**src/rtl/usec_timer_pkg.sv**
```systemverilog
package usec_timer_pkg;

   // Action the counter requests from the control register on a tick
   typedef enum logic [1:0] {
      EXP_NONE   = 2'd0,
      EXP_RELOAD = 2'd1,
      EXP_HALT   = 2'd2
   } expiry_e;

endpackage

```
**src/rtl/utm_arm_ctrl.sv**
```systemverilog
module utm_arm_ctrl
   import usec_timer_pkg::*;
#(
   parameter int CNT_W = 29
) (
   input  logic             clk,
   input  logic             rst_n,
   input  logic             load,
   input  logic             load_run,
   input  logic             load_rep,
   input  logic [CNT_W-1:0] load_val,
   input  expiry_e          exp_act,
   output logic             run,
   output logic             rep,
   output logic [CNT_W-1:0] reload_val
);

   always_ff @(posedge clk or negedge rst_n) begin
      if (!rst_n) begin
         run        <= 1'b0;
         rep        <= 1'b0;
         reload_val <= '0;
      end else if (load) begin
         run        <= load_run;
         rep        <= load_rep;
         reload_val <= load_val;
      end else if (exp_act == EXP_HALT) begin
         run <= 1'b0;
      end
   end

   // a repeat expiry leaves the run flag set
   p_rep_keeps_run_r5: assert property (@(posedge clk) disable iff (!rst_n)
      (exp_act == EXP_RELOAD && !load) |=> run);

endmodule

```
**src/rtl/utm_down_counter.sv**
```systemverilog
module utm_down_counter
   import usec_timer_pkg::*;
#(
   parameter int CNT_W = 29
) (
   input  logic             clk,
   input  logic             rst_n,
   input  logic             tick,
   input  logic             run,
   input  logic             rep,
   input  logic [CNT_W-1:0] reload_val,
   input  logic             load,
   input  logic [CNT_W-1:0] load_val,
   output logic [CNT_W-1:0] count,
   output expiry_e          exp_act
);

   logic at_zero;
   logic step;

   assign at_zero = (count == '0);
   assign step    = tick && run && !load;

   always_comb begin
      exp_act = EXP_NONE;
      if (step && at_zero) begin
         exp_act = rep ? EXP_RELOAD : EXP_HALT;
      end
   end

   always_ff @(posedge clk or negedge rst_n) begin
      if (!rst_n) begin
         count <= '0;
      end else if (load) begin
         count <= load_val;
      end else if (step) begin
         if (!at_zero) begin
            count <= count - CNT_W'(1);
         end else if (rep) begin
            count <= reload_val;
         end
      end
   end

   // one decrement per tick while running
   p_dec_per_tick_r7: assert property (@(posedge clk) disable iff (!rst_n)
      (tick && run && !load && count != '0) |=> (count == $past(count) - CNT_W'(1)));

   // no tick, no load -> count holds
   p_hold_no_tick_r7: assert property (@(posedge clk) disable iff (!rst_n)
      (!tick && !load) |=> $stable(count));

endmodule

```
**src/rtl/utm_irq_latch.sv**
```systemverilog
module utm_irq_latch #(
   parameter bit SET_WINS = 1'b1
) (
   input  logic clk,
   input  logic rst_n,
   input  logic set,
   input  logic clr,
   output logic irq
);

   generate
      if (SET_WINS) begin : g_set_wins
         always_ff @(posedge clk or negedge rst_n) begin
            if (!rst_n)   irq <= 1'b0;
            else if (set) irq <= 1'b1;
            else if (clr) irq <= 1'b0;
         end

         // an expiry beats a simultaneous acknowledge
         p_set_beats_clr_r9: assert property (@(posedge clk) disable iff (!rst_n)
            set |=> irq);
      end else begin : g_clr_wins
         always_ff @(posedge clk or negedge rst_n) begin
            if (!rst_n)   irq <= 1'b0;
            else if (clr) irq <= 1'b0;
            else if (set) irq <= 1'b1;
         end

         p_clr_beats_set_r6: assert property (@(posedge clk) disable iff (!rst_n)
            clr |=> !irq);
      end
   endgenerate

   // level interrupt stays until acknowledged
   p_irq_held_r6: assert property (@(posedge clk) disable iff (!rst_n)
      (irq && !clr) |=> irq);

endmodule

```
**src/rtl/usec_event_timer.sv**
```systemverilog
module usec_event_timer
   import usec_timer_pkg::*;
#(
   parameter int DATA_W   = 32,
   parameter int CNT_W    = 29,
   parameter int RUN_BIT  = 31,
   parameter int REP_BIT  = 30,
   parameter int ACK_BIT  = 30,
   parameter bit SET_WINS = 1'b1
) (
   input  logic              clk,
   input  logic              rst_n,
   input  logic              tick,
   input  logic              ctl_wr,
   input  logic [DATA_W-1:0] ctl_wdata,
   input  logic              ack_wr,
   input  logic [DATA_W-1:0] ack_wdata,
   output logic [DATA_W-1:0] ctl_rdata,
   output logic [DATA_W-1:0] cnt_rdata,
   output logic              irq
);

   localparam int PAD_W = DATA_W - CNT_W;

   // Elaboration-time parameter checks
   generate
      if (CNT_W < 1 || PAD_W < 2) begin : g_bad_width
         $error("usec_event_timer: CNT_W must leave room for the flag bits");
      end
      if (RUN_BIT < CNT_W || RUN_BIT >= DATA_W || REP_BIT < CNT_W || REP_BIT >= DATA_W) begin : g_bad_flag
         $error("usec_event_timer: flag bits must sit above the count field");
      end
      if (RUN_BIT == REP_BIT) begin : g_flag_clash
         $error("usec_event_timer: run and repeat flags must differ");
      end
      if (ACK_BIT >= DATA_W) begin : g_bad_ack
         $error("usec_event_timer: acknowledge bit out of range");
      end
   endgenerate

   logic             run;
   logic             rep;
   logic [CNT_W-1:0] reload_val;
   logic [CNT_W-1:0] count;
   expiry_e          exp_act;
   logic             ack_hit;
   logic             unused_wbits;

   assign ack_hit      = ack_wr && ack_wdata[ACK_BIT];
   assign unused_wbits = ^{ctl_wdata, ack_wdata};

   utm_arm_ctrl #(.CNT_W(CNT_W)) u_arm (
      .clk        (clk),
      .rst_n      (rst_n),
      .load       (ctl_wr),
      .load_run   (ctl_wdata[RUN_BIT]),
      .load_rep   (ctl_wdata[REP_BIT]),
      .load_val   (ctl_wdata[CNT_W-1:0]),
      .exp_act    (exp_act),
      .run        (run),
      .rep        (rep),
      .reload_val (reload_val)
   );

   utm_down_counter #(.CNT_W(CNT_W)) u_cnt (
      .clk        (clk),
      .rst_n      (rst_n),
      .tick       (tick),
      .run        (run),
      .rep        (rep),
      .reload_val (reload_val),
      .load       (ctl_wr),
      .load_val   (ctl_wdata[CNT_W-1:0]),
      .count      (count),
      .exp_act    (exp_act)
   );

   utm_irq_latch #(.SET_WINS(SET_WINS)) u_irq (
      .clk   (clk),
      .rst_n (rst_n),
      .set   (exp_act != EXP_NONE),
      .clr   (ack_hit),
      .irq   (irq)
   );

   always_comb begin
      ctl_rdata              = '0;
      ctl_rdata[RUN_BIT]     = run;
      ctl_rdata[REP_BIT]     = rep;
      ctl_rdata[CNT_W-1:0]   = reload_val;
   end

   assign cnt_rdata = {{PAD_W{1'b0}}, count};

   // a stopped timer keeps its count
   p_stopped_holds_r3: assert property (@(posedge clk) disable iff (!rst_n)
      (!ctl_rdata[RUN_BIT] && !ctl_wr) |=> $stable(cnt_rdata));

   // a stopped timer raises no new interrupt
   p_stopped_quiet_r3: assert property (@(posedge clk) disable iff (!rst_n)
      (!ctl_rdata[RUN_BIT] && !ctl_wr && !irq) |=> !irq);

   // single-shot expiry drops the run flag
   p_oneshot_halts_r4: assert property (@(posedge clk) disable iff (!rst_n)
      (ctl_rdata[RUN_BIT] && !ctl_rdata[REP_BIT] && tick && !ctl_wr && cnt_rdata == '0)
      |=> !ctl_rdata[RUN_BIT]);

   // repeat expiry reloads the count
   p_repeat_reloads_r5: assert property (@(posedge clk) disable iff (!rst_n)
      (ctl_rdata[RUN_BIT] && ctl_rdata[REP_BIT] && tick && !ctl_wr && cnt_rdata == '0)
      |=> (cnt_rdata[CNT_W-1:0] == ctl_rdata[CNT_W-1:0]));

   // a control write restarts the count at once
   p_restart_r8: assert property (@(posedge clk) disable iff (!rst_n)
      ctl_wr |=> (cnt_rdata[CNT_W-1:0] == $past(ctl_wdata[CNT_W-1:0])));

   // upper count readback bits stay zero
   p_cnt_pad_r7: assert property (@(posedge clk) disable iff (!rst_n)
      cnt_rdata[DATA_W-1:CNT_W] == '0);

endmodule

```
**config.mk**
```make
export PLATFORM = sky130hd
export DESIGN_NAME = usec_event_timer
export DESIGN_NICKNAME = d
export VERILOG_FILES = /design/src/rtl/usec_timer_pkg.sv /design/src/rtl/utm_arm_ctrl.sv /design/src/rtl/utm_down_counter.sv /design/src/rtl/utm_irq_latch.sv /design/src/rtl/usec_event_timer.sv
export SDC_FILE = /design/constraint.sdc
export NUM_CORES = 1
export LEC_CHECK = 0
export ABC_CLOCK_PERIOD_IN_PS = 2200
export BUFFER_PORTS_ARGS = -buffer_cell sky130_fd_sc_hd__buf_2
export CORE_UTILIZATION = 44
export CTS_CLUSTER_DIAMETER = 60
export DETAILED_ROUTE_END_ITERATION = 10
export MAX_ROUTING_LAYER = met4
export PLACE_DENSITY = 0.76
export SYNTH_ARGS = -nofsm -noshare
export SYNTH_HDL_FRONTEND = slang
export SYNTH_SLANG_ARGS = --single-unit
```
**constraint.sdc**
```tcl
create_clock -name clk -period 2.2 [get_ports clk]
set_clock_uncertainty 0.05 [all_clocks]
set_input_delay 0.44 -clock clk [delete_from_list [all_inputs] [get_ports clk]]
set_output_delay 0.44 -clock clk [all_outputs]
set_load 0.05 [all_outputs]
```
# Word level (Yosys, flattened, before mapping)

Index checks and enable logic that the tools add are counted.

Input port bits: 69
Logic and storage cells: 29
Flip-flop bits (word level): 61
Output and inout bits: 65

$add $sub $neg: 1
Reduce and logical (&&, ||, !) cells: 11
Eq/ne operators: 2
Multiplexer cells: 10

Operators with widths:

| kind                                                | count |
|---|---|
| 2-to-1 mux 29 bit                                   | 4 |
| zero test 29 bit                                    | 1 |
| subtractor 29 x 1 -> 29 bit (second input constant) | 1 |
| nonzero test 2 bit                                  | 4 |
| logical AND 1 bit                                   | 4 |
| 2-to-1 mux 1 bit                                    | 4 |
| 2-to-1 mux 2 bit                                    | 2 |
| inequality test 3 bit (second input constant)       | 1 |
| == test 2 bit (second input constant)               | 1 |
| AND reduction 2 bit                                 | 1 |
| zero test 1 bit                                     | 1 |

# Depth between registers and ports, before layout

Gate-level depths: netlist (run 1).

Depth after elaboration: 7
Mapped depth: 9
Depth with buffers taken out: 8

# Hierarchy

A second synthesis (run 1) with hierarchy kept.

Cell total of the unflattened synthesis: 351
Area, all modules: 3,629.7 sq um

Modules (own cells, without submodules):

| module           | cells an instance | sequential area each (sq um) | area an instance (sq um) | times used |
|---|---|---|---|---|
| utm_down_counter | 271               | 725.7                        | 2,363.5                  | 1 |
| utm_arm_ctrl     | 68                | 775.7                        | 1,168.6                  | 1 |
| usec_event_timer | 9                 | 0.0                          | 61.3                     | 1 |
| utm_irq_latch    | 3                 | 25.0                         | 36.3                     | 1 |

# Least setup slack after synthesis (run 1)

OpenSTA, ideal clock, no wires.

Path kind: reg2reg
Start point: register u_cnt.count[0]
End point: register u_cnt.count[13]
Required time: 2,026 ps
Buffers on the path: 1
Library setup time: 124 ps
Data arrival time: 2,506 ps
Setup slack: -479 ps
Period minus slack after synthesis: 2,679 ps
Stages on the path, launching flop included: 10
Cells stage by stage: dfrtp_1 > inv_1 > ha_1 > nor4b_1 > nand2_1 > nor4_4 > buf_6 > nor3_1 > a211oi_2 > o2bb2ai_1

Word-level cells in the longest chain between the ends: 4
Elaborated cells on any way between the ends: 7
Those cells by class: add/sub (1); eq/ne (1); mux (3); reduce/logical (2)

RTL lines:

| what                                                            | line                                           | text |
|---|---|---|
| start, declared                                                 | utm_down_counter.sv:14                         | `output logic [CNT_W-1:0] count,` |
| start signal, assigned                                          | utm_down_counter.sv:35                         | `count <= load_val;` |
| start signal, assigned                                          | utm_down_counter.sv:38                         | `count <= count - CNT_W'(1);` |
| start signal, assigned                                          | utm_down_counter.sv:40                         | `count <= reload_val;` |
| subtractor 29 x 1 -> 29 bit or zero test 29 bit (tied branches) | utm_down_counter.sv:38, utm_down_counter.sv:21 |  |
| 2-to-1 mux 29 bit                                               | utm_down_counter.sv:37                         | `if (!at_zero) begin` |
| 2-to-1 mux 29 bit                                               | utm_down_counter.sv:36                         | `end else if (step) begin` |
| 2-to-1 mux 29 bit                                               | utm_down_counter.sv:34                         | `end else if (load) begin` |

Parallel ways exist; a longest one is shown, timed or not. The select of a mux whose other input is x is not followed.
A chain may end at the register's enable or synchronous reset.

# Final worst setup path (run 1)

Start point: register u_cnt.count[0]
End point: register u_cnt.count[2]

Same word-level chain as after synthesis.

==> results of run 1 <==
-- power breakdown --
part	switching (mW)	internal, mW
combinational	0.881	0.432
sequential	0.0892	1.24
clock	0.445	0.565
total	1.41	2.24
-- sequential cells by signal, summed over array words and instances, names as in the netlist --
signal	count
u_arm.reload_val	29
u_arm.run	1
u_arm.rep	1
u_irq.irq	1
u_cnt.count	29
-- logic make-up (layout without fill, tap and decap cells) --
kind of cell | Yosys count | in the layout
DFF | 61 | 61
AOI/OAI and AO/OA | 113 | 113
buffers and inverters | 49 | 241
xor gates and xnor gates | 2 | 2
muxes | 15 | 15
adders and majority gates | 1 | 1
and+or+nand+nor | 132 | 132
other | 1 | 4
-- worst max-delay path: cells and delay by family, from the launching register on --
kind,cells,cell delay (ps)
fa+ha+maj,1,140
flops,1,410
buf+inv,2,230
compound gates,2,530
simple gates,3,890
-- per-layer routing --
| layer | part of all wire [%] | track usage, % |
|---|---|---|
| met5 | 0 | - |
| met4 | 2.5 | 12.6 |
| met3 | 7.0 | 4.84 |
| met2 | 48 | 48.3 |
| met1 | 42 | 36.2 |
-- cells in the final DEF (no fill, tap or decap), types with 3 or more instances in the layout --
| master | instances |
|---|---|
| buf_2 | 97 |
| buf_4 | 85 |
| dfrtp_1 | 49 |
| nand2_1 | 38 |
| o21ai_0 | 29 |
| inv_1 | 23 |
| nor2_1 | 19 |
| buf_6 | 15 |
| clkbuf_8 | 14 |
| dfrtp_2 | 12 |
| mux2_2 | 11 |
| o211ai_1 | 10 |
| a21oi_1 | 9 |
| nand3_1 | 9 |
| a31oi_1 | 9 |
| o21ai_1 | 9 |
| nor3_1 | 7 |
| nor2_4 | 6 |
| nand2b_1 | 6 |
| a22o_1 | 5 |
| or4_4 | 4 |
| or4_1 | 4 |
| nor3_4 | 4 |
| o311ai_1 | 4 |
| a211oi_2 | 4 |
| mux2i_1 | 4 |
| conb_1 | 4 |
| or2_4 | 3 |
| or2_2 | 3 |
| nor2_2 | 3 |
| nand4_1 | 3 |
| nor3_2 | 3 |
| nor4_1 | 3 |
-- worst max-delay path by stage --
stage                                  to  slack, ps  cells after the start
final                      u_cnt.count[2]       -170                      8
after global routing       u_cnt.count[4]       -260                     10
after CTS                 u_cnt.count[17]       -140                      8
after detailed placement  u_cnt.count[13]       -260                      7
after global placement     u_cnt.count[9]       -220                      7
after floorplan           u_cnt.count[13]       -320                      8
-- cell type report --
class / instances / share of cell area (%)
clock buffers: 16 / 3.83
inverters: 26 / 1.87
multi-input cells: 267 / 37.2
flip-flops and latches: 61 / 29.5
well taps: 99 / 2.37
repair buffers: 199 / 25.2
-- through the flow --
step / instances / utilization [%] / TNS, ps
floorplan: 377 / - / -6910
global placement: 640 / 62.7 / -3460
detailed placement: 640 / 62.7 / -5010
CTS: 663 / 68.1 / -1950
global route: 668 / 71.3 / -5520
finish: 668 / 71.3 / -3030
-- what timing repair did --
action	4_1_cts	5_1_grt
buffers inserted	5	5
resized for setup	45	44
hold buffers	1	0
endpoints found under the hold margin	16	0
gates cloned	1	1
setup endpoints to repair	30	31
pin swaps	11	22
==> flow_metrics.tcl, run 1 <==
set metrics [dict create \
    synth.area.mux_share_pct 4.84 \
    yosysWarningCount 0 \
    portBuffers 97 \
    route.detailed.vias_per_inst 5.64 \
    total_leakage_power_nw 2.42 \
    start_util_pct 46.2 \
    synth_xor_xnor_area_share_pct 0.518 \
    final-seq-area_mm2 0.00154 \
    flip_flop_and_latch_count_after_synthesis 61 \
    final_nets 634 \
    worst_hold_path.num_cells 3 \
    grt_start_max_net_pins 39 \
    biggest_area_consumer_among_synthesized_cells "dfrtp_1" \
    grt_setup_unrepaired "true" \
    via_count 3765 \
    outcome "finished with violations" \
    worstSetupEndpointType "flip-flop" \
    n_antenna_cell 0 \
    crit_path_start "u_cnt.count[0]" \
    detailed_place.area_mm2 0.00460 \
    power.ir.vdd_worst_uv 414 \
    setup_viol 30 \
    drt-initial-drc-count 291 \
    multi_input_area_mm2 0.00195 \
    tritoncts "done" \
    rows 31 \
    die_height_um 89.7 \
    clock_buffer_count_from_cts 9 \
    max-cap-violations 0 \
    cts-htree-levels 3 \
    critical_path_required_ps 2380 \
    main_combinational_cell_family_by_area_after_synthesis "compound AO/OA/AOI/OAI gates" \
    maxSlewViolCount 0 \
    cts.sinks 61 \
    violations "setup timing" \
    syn_inst 374 \
    achievable-frequency_mhz 423 \
    detail-route-antenna-nets 0 \
    path_max_fanout 6 \
    worstReg2RegStart "u_cnt.count[0]" \
    syn_avg_cell_area_um2 9.05 \
    ys_seq_area_share_pct 45.1 \
    clk_path_buf_depth 2 \
    post-route-cell-area_mm2 0.00523 \
    cts_root_buffer "clkbuf_8" \
    hold_path_end "u_arm.run" \
    pre_cts_slack_ps -263 \
    routed_wire_length_per_instance_um 17.1 \
    finalPower_mw 3.66 \
    synth.top_cells.by_area "dfrtp_1 45%, o21ai_0 5.6%, nand2_1 4.5%" \
    area.growth.synth_to_final_pct 54.5 \
    critical_path.max_stage_delay_ps 520 \
    finalHoldViolCount 0 \
    drc_viols 0 \
    clk_pin_slew_worst_paths_ps 60 \
    synth-compound-area-share_pct 22.6 \
    core_box_area_mm2 0.00733 \
    gp_congestion 0.941 \
    syn-cell-area_mm2 0.00338 \
    dp.final_hpwl_um 8050 \
    route.final.wire_length_um 11400 \
    reg2reg_to "u_cnt.count[2]" \
    globalRouteOverflowTotal 0 \
    hold_start "ctl_wdata[31]" \
    num-fill-cells 554 \
    global_route_wire_length_before_repair_um 17200 \
    grt_usage_pct 29.5 \
    timing.final.crit_share_pct 108 \
    horiz_die_dim_um 89.7 \
    worstSetupStartpointType "flip-flop" \
    first_global_vias 3572 \
    rr_worst_depth 8 \
    asyncSetResetFlopFracSynth_pct 100 \
    post_synth_edffs 0 \
    die_area_mm2 0.00804 \
    antenna_found_initial 0 \
    final_layout_size_suffix_gt1_share_pct 50.3 \
    ys_dominant_reg_cell "dfrtp_1" \
    cp_data_arrival_time_ps 2550 \
    critical_path_cell_by_cell "inv_2 -> ha_4 -> or4b_4 -> nor3_4 -> nand4_1 -> a21o_4 -> buf_8 -> a22o_1" \
    setup.reg_to_reg.worst_slack_ps -170 \
    worst_case_hold_slack_ps 244 \
    pwr_per_cell_area_mw_per_mm2 700 \
    tritonroute_pass_1_iters 6 \
    final.setup.worst_slack_ps -166 \
    period_needed_ps 2370 \
    synth_simple_gate_area_share_pct 20.0 \
    clock_latency_ps 350 \
    worst_path_max_delay_cell "or4b_4" \
    synth_fa_ha_area_share_pct 0.370 \
    floorplan.io_pins 134 \
    hold_path_class "in2reg" \
    post_synth_num_cell_types 60 \
    worst_setup_path_class "reg2reg" \
    netlist.area_leader.share_pct 45.1 \
    yosysMostFrequentCell "dfrtp_1" \
    synth.top_cells.by_count "61 x dfrtp_1, 41 x nand2_1, 38 x o21ai_0" \
]
Note: power is estimated with default switching activity, not from simulation.
==> run 2: changes to the inputs <==
--- a/config.mk
+++ b/config.mk
@@ -5,13 +5,14 @@
 export SDC_FILE = /design/constraint.sdc
 export NUM_CORES = 1
 export LEC_CHECK = 0
+export ABC_AREA = 1
 export ABC_CLOCK_PERIOD_IN_PS = 2200
 export BUFFER_PORTS_ARGS = -buffer_cell sky130_fd_sc_hd__buf_2
-export CORE_UTILIZATION = 44
+export CORE_UTILIZATION = 46
 export CTS_CLUSTER_DIAMETER = 60
 export DETAILED_ROUTE_END_ITERATION = 10
 export MAX_ROUTING_LAYER = met4
-export PLACE_DENSITY = 0.76
+export PLACE_DENSITY = 0.78
 export SYNTH_ARGS = -nofsm -noshare
 export SYNTH_HDL_FRONTEND = slang
 export SYNTH_SLANG_ARGS = --single-unit
==> run 2 against run 1 <==
Against the previous run: the flow now finishes without violations; die area up 6.5%; non-clock buffer count down 80; power up 1.8%; register-to-register slack better by 330 ps; largest power group unchanged; flip-flop and latch count unchanged; cell count up 12%; combinational power about the same; maximum frequency up 16%; global-route usage down 3.3 points; wire length down 11%.
==> flow_metrics.tcl, run 2 <==
set metrics [dict create \
    cts.sinks 61 \
    gp_congestion 0.883 \
    hold_path_class "in2async" \
    synth_simple_gate_area_share_pct 38.6 \
    power.ir.vdd_worst_uv 444 \
    ys_dominant_reg_cell "dfrtp_1" \
    antenna_found_initial 0 \
    netlist.area_leader.share_pct 40.5 \
    worstSetupStartpointType "flip-flop" \
    clock_buffer_count_from_cts 9 \
    start_util_pct 48.1 \
    cts_hold_repair.buffers 0 \
    worst_setup_path_class "reg2reg" \
    biggest_area_consumer_among_synthesized_cells "dfrtp_1" \
    first_global_vias 3598 \
    via_count 3844 \
    final_cell_mix "161 x nand2_1, 97 x buf_2, 95 x nor2_1, 61 x dfrtp_1, 38 x inv_1" \
    cts_root_buffer "clkbuf_8" \
    post_cts.repair.setup_buffers 0 \
    synth_xor_xnor_area_share_pct 3.48 \
    critical_path_required_ps 2380 \
    syn_inst 533 \
    flip_flop_and_latch_count_after_synthesis 61 \
    post_synth_num_cell_types 34 \
    achievable-frequency_mhz 490 \
    setup_viol 0 \
    synth_fa_ha_area_share_pct 0.332 \
    worst_path_max_delay_cell "dfrtp_1" \
    final.setup.worst_slack_ps 161 \
    clock_latency_ps 350 \
    n_antenna_cell 0 \
    critPathBufInv 2 \
    detail-route-antenna-nets 0 \
    portBuffers 97 \
    cp_data_arrival_time_ps 2220 \
    path_max_fanout 37 \
    main_combinational_cell_family_by_area_after_synthesis "simple AND/OR/NAND/NOR gates" \
    stdcell_count 747 \
    maxSlewViolCount 0 \
    drt-initial-drc-count 255 \
    final_layout_size_suffix_gt1_share_pct 26.2 \
    syn_avg_cell_area_um2 7.08 \
    critical_path_cell_by_cell "inv_1 -> ha_2 -> nand2_4 -> nor2_8 -> nand2_4 -> nor2_8 -> nand2_2 -> nand2_8 -> inv_6 -> nor2_1 -> a21oi_1" \
    yosysWarningCount 0 \
    pwr_per_cell_area_mw_per_mm2 798 \
    post_synth_edffs 0 \
    finalHoldViolCount 0 \
    grt_usage_pct 26.3 \
    grt_setup_unrepaired "false" \
    place.detailed.instances 732 \
    yosysMostFrequentCell "nand2_1" \
    clk_path_buf_depth 2 \
    horiz_die_dim_um 92.6 \
    rows 32 \
    critical_path.max_stage_delay_ps 400 \
    biggestRegsByFlops "u_arm.reload_val: 29 flops, u_cnt.count: 29 flops" \
    max-cap-violations 0 \
    syn-cell-area_mm2 0.00377 \
    area.growth.synth_to_final_pct 23.6 \
    die_height_um 92.6 \
    dp.final_hpwl_um 7540 \
    detailed_place.area_mm2 0.00444 \
    floorplan.io_pins 134 \
    global_route_wire_length_before_repair_um 17100 \
    cts-htree-levels 3 \
    pre_cts_slack_ps -3.28 \
    synth.area.mux_share_pct 0 \
    drc_viols 0 \
    ys_seq_area_share_pct 40.5 \
    grt_start_max_net_pins 62 \
    timing.final.crit_share_pct 92.7 \
    total_leakage_power_nw 2.48 \
    core_box_area_mm2 0.00785 \
    commonest_non_fill_non_tap_cell_in_the_layout "nand2_1" \
    finalSetupTns_ps 0 \
    synth-compound-area-share_pct 8.95 \
    tritonroute_pass_1_iters 5 \
    clk_pin_slew_worst_paths_ps 70 \
    die_area_mm2 0.00857 \
    synth.top_cells.by_area "dfrtp_1 40%, nand2_1 16%, nor2_1 9.4%" \
    outcome "completed" \
    route.detailed.vias_per_inst 5.15 \
    asyncSetResetFlopFracSynth_pct 100 \
    period_needed_ps 2040 \
    route.final.wire_length_um 10200 \
    cpLargestDelayFamily "simple AND/OR/NAND/NOR gates" \
    final_nets 711 \
    post-route-cell-area_mm2 0.00466 \
    routed_wire_length_per_instance_um 13.6 \
    tritoncts "done" \
    worstSetupEndpointType "flip-flop" \
    synth.top_cells.by_count "161 x nand2_1, 95 x nor2_1, 61 x dfrtp_1" \
    globalRouteOverflowTotal 0 \
]
run 2: cell count changes in the layout (fill, tap and decap cells not counted), moves of 12 or more:
cell and delta:
a21oi_1 +12, buf_4 -65, buf_6 -15, dfrtp_1 +12
dfrtp_2 -12, inv_1 +15, nand2_1 +123, nand3_1 +27
nor2_1 +76
run 2: worst paths after layout:
kind	from	endpoint	slack [ps]	cells past startpoint
setup / recovery	u_cnt.count[0]	u_cnt.count[22]	160	11
hold / removal	rst_n	u_arm.reload_val[7]	40	2
setup reg to reg	u_cnt.count[0]	u_cnt.count[22]	160	11
hold reg to reg	u_arm.reload_val[0]	u_arm.reload_val[0]	450	2
max in group asynchronous	rst_n	u_cnt.count[14]	1770	2
min in group clk	ctl_wdata[7]	u_arm.reload_val[7]	260	3
run 2: kinds of logic after synthesis:
logic type / count (synthesis)
buffers and inverters: 66
AOI/OAI and AO/OA: 60
and+or+nand+nor: 329
other: 1
adders and majority gates: 1
DFF: 61
xor gates and xnor gates: 15
run 2: repair_timing:
| item | in CTS | in global routing |
|---|---|---|
| endpoints found under the setup margin | 1 | 29 |
| gates resized for setup | 1 | 4 |
| pin swaps | 0 | 1 |
run 2: metrics by stage:
step / total power [mW] / hold WS [ps] / util [%]
after floorplan: 2.35 / 94.4 / -
after global placement: 2.69 / 426 / 56.6
after detailed placement: 2.71 / 430 / 56.6
after CTS: 3.73 / 57.8 / 59.2
after global routing: 3.92 / 71.8 / 59.4
final: 3.72 / 44.4 / 59.4
run 2: metal layers:
layer	wire length (µm)	global-route usage, %	vias up	part of all wire, %
li1	-	-	1897	-
met1	4590	34.0	1816	45
met2	4990	42.2	119	49
met3	477	4.35	12	4.7
met4	96	8.07	0	0.95
met5	0	-	-	0
run 2: cell type report:
| cell class | instances | area (µm²) |
|---|---|---|
| Clock buffer | 11 | 151 |
| Clock inverter | 4 | 47.5 |
| Fill cell | 756 | 3180 |
| Inverter | 41 | 163 |
| Multi-Input combinational cell | 409 | 1970 |
| Sequential cell | 61 | 1530 |
| Tap cell | 102 | 128 |
| Timing Repair Buffer | 119 | 676 |
run 2: where the power goes:
part	switching, mW	leakage (nW)	internal (mW)
Sequential	0.155	0.729	1.25
Clock	0.452	0.101	0.574
Combinational	0.942	1.65	0.345
Total	1.55	2.48	2.17
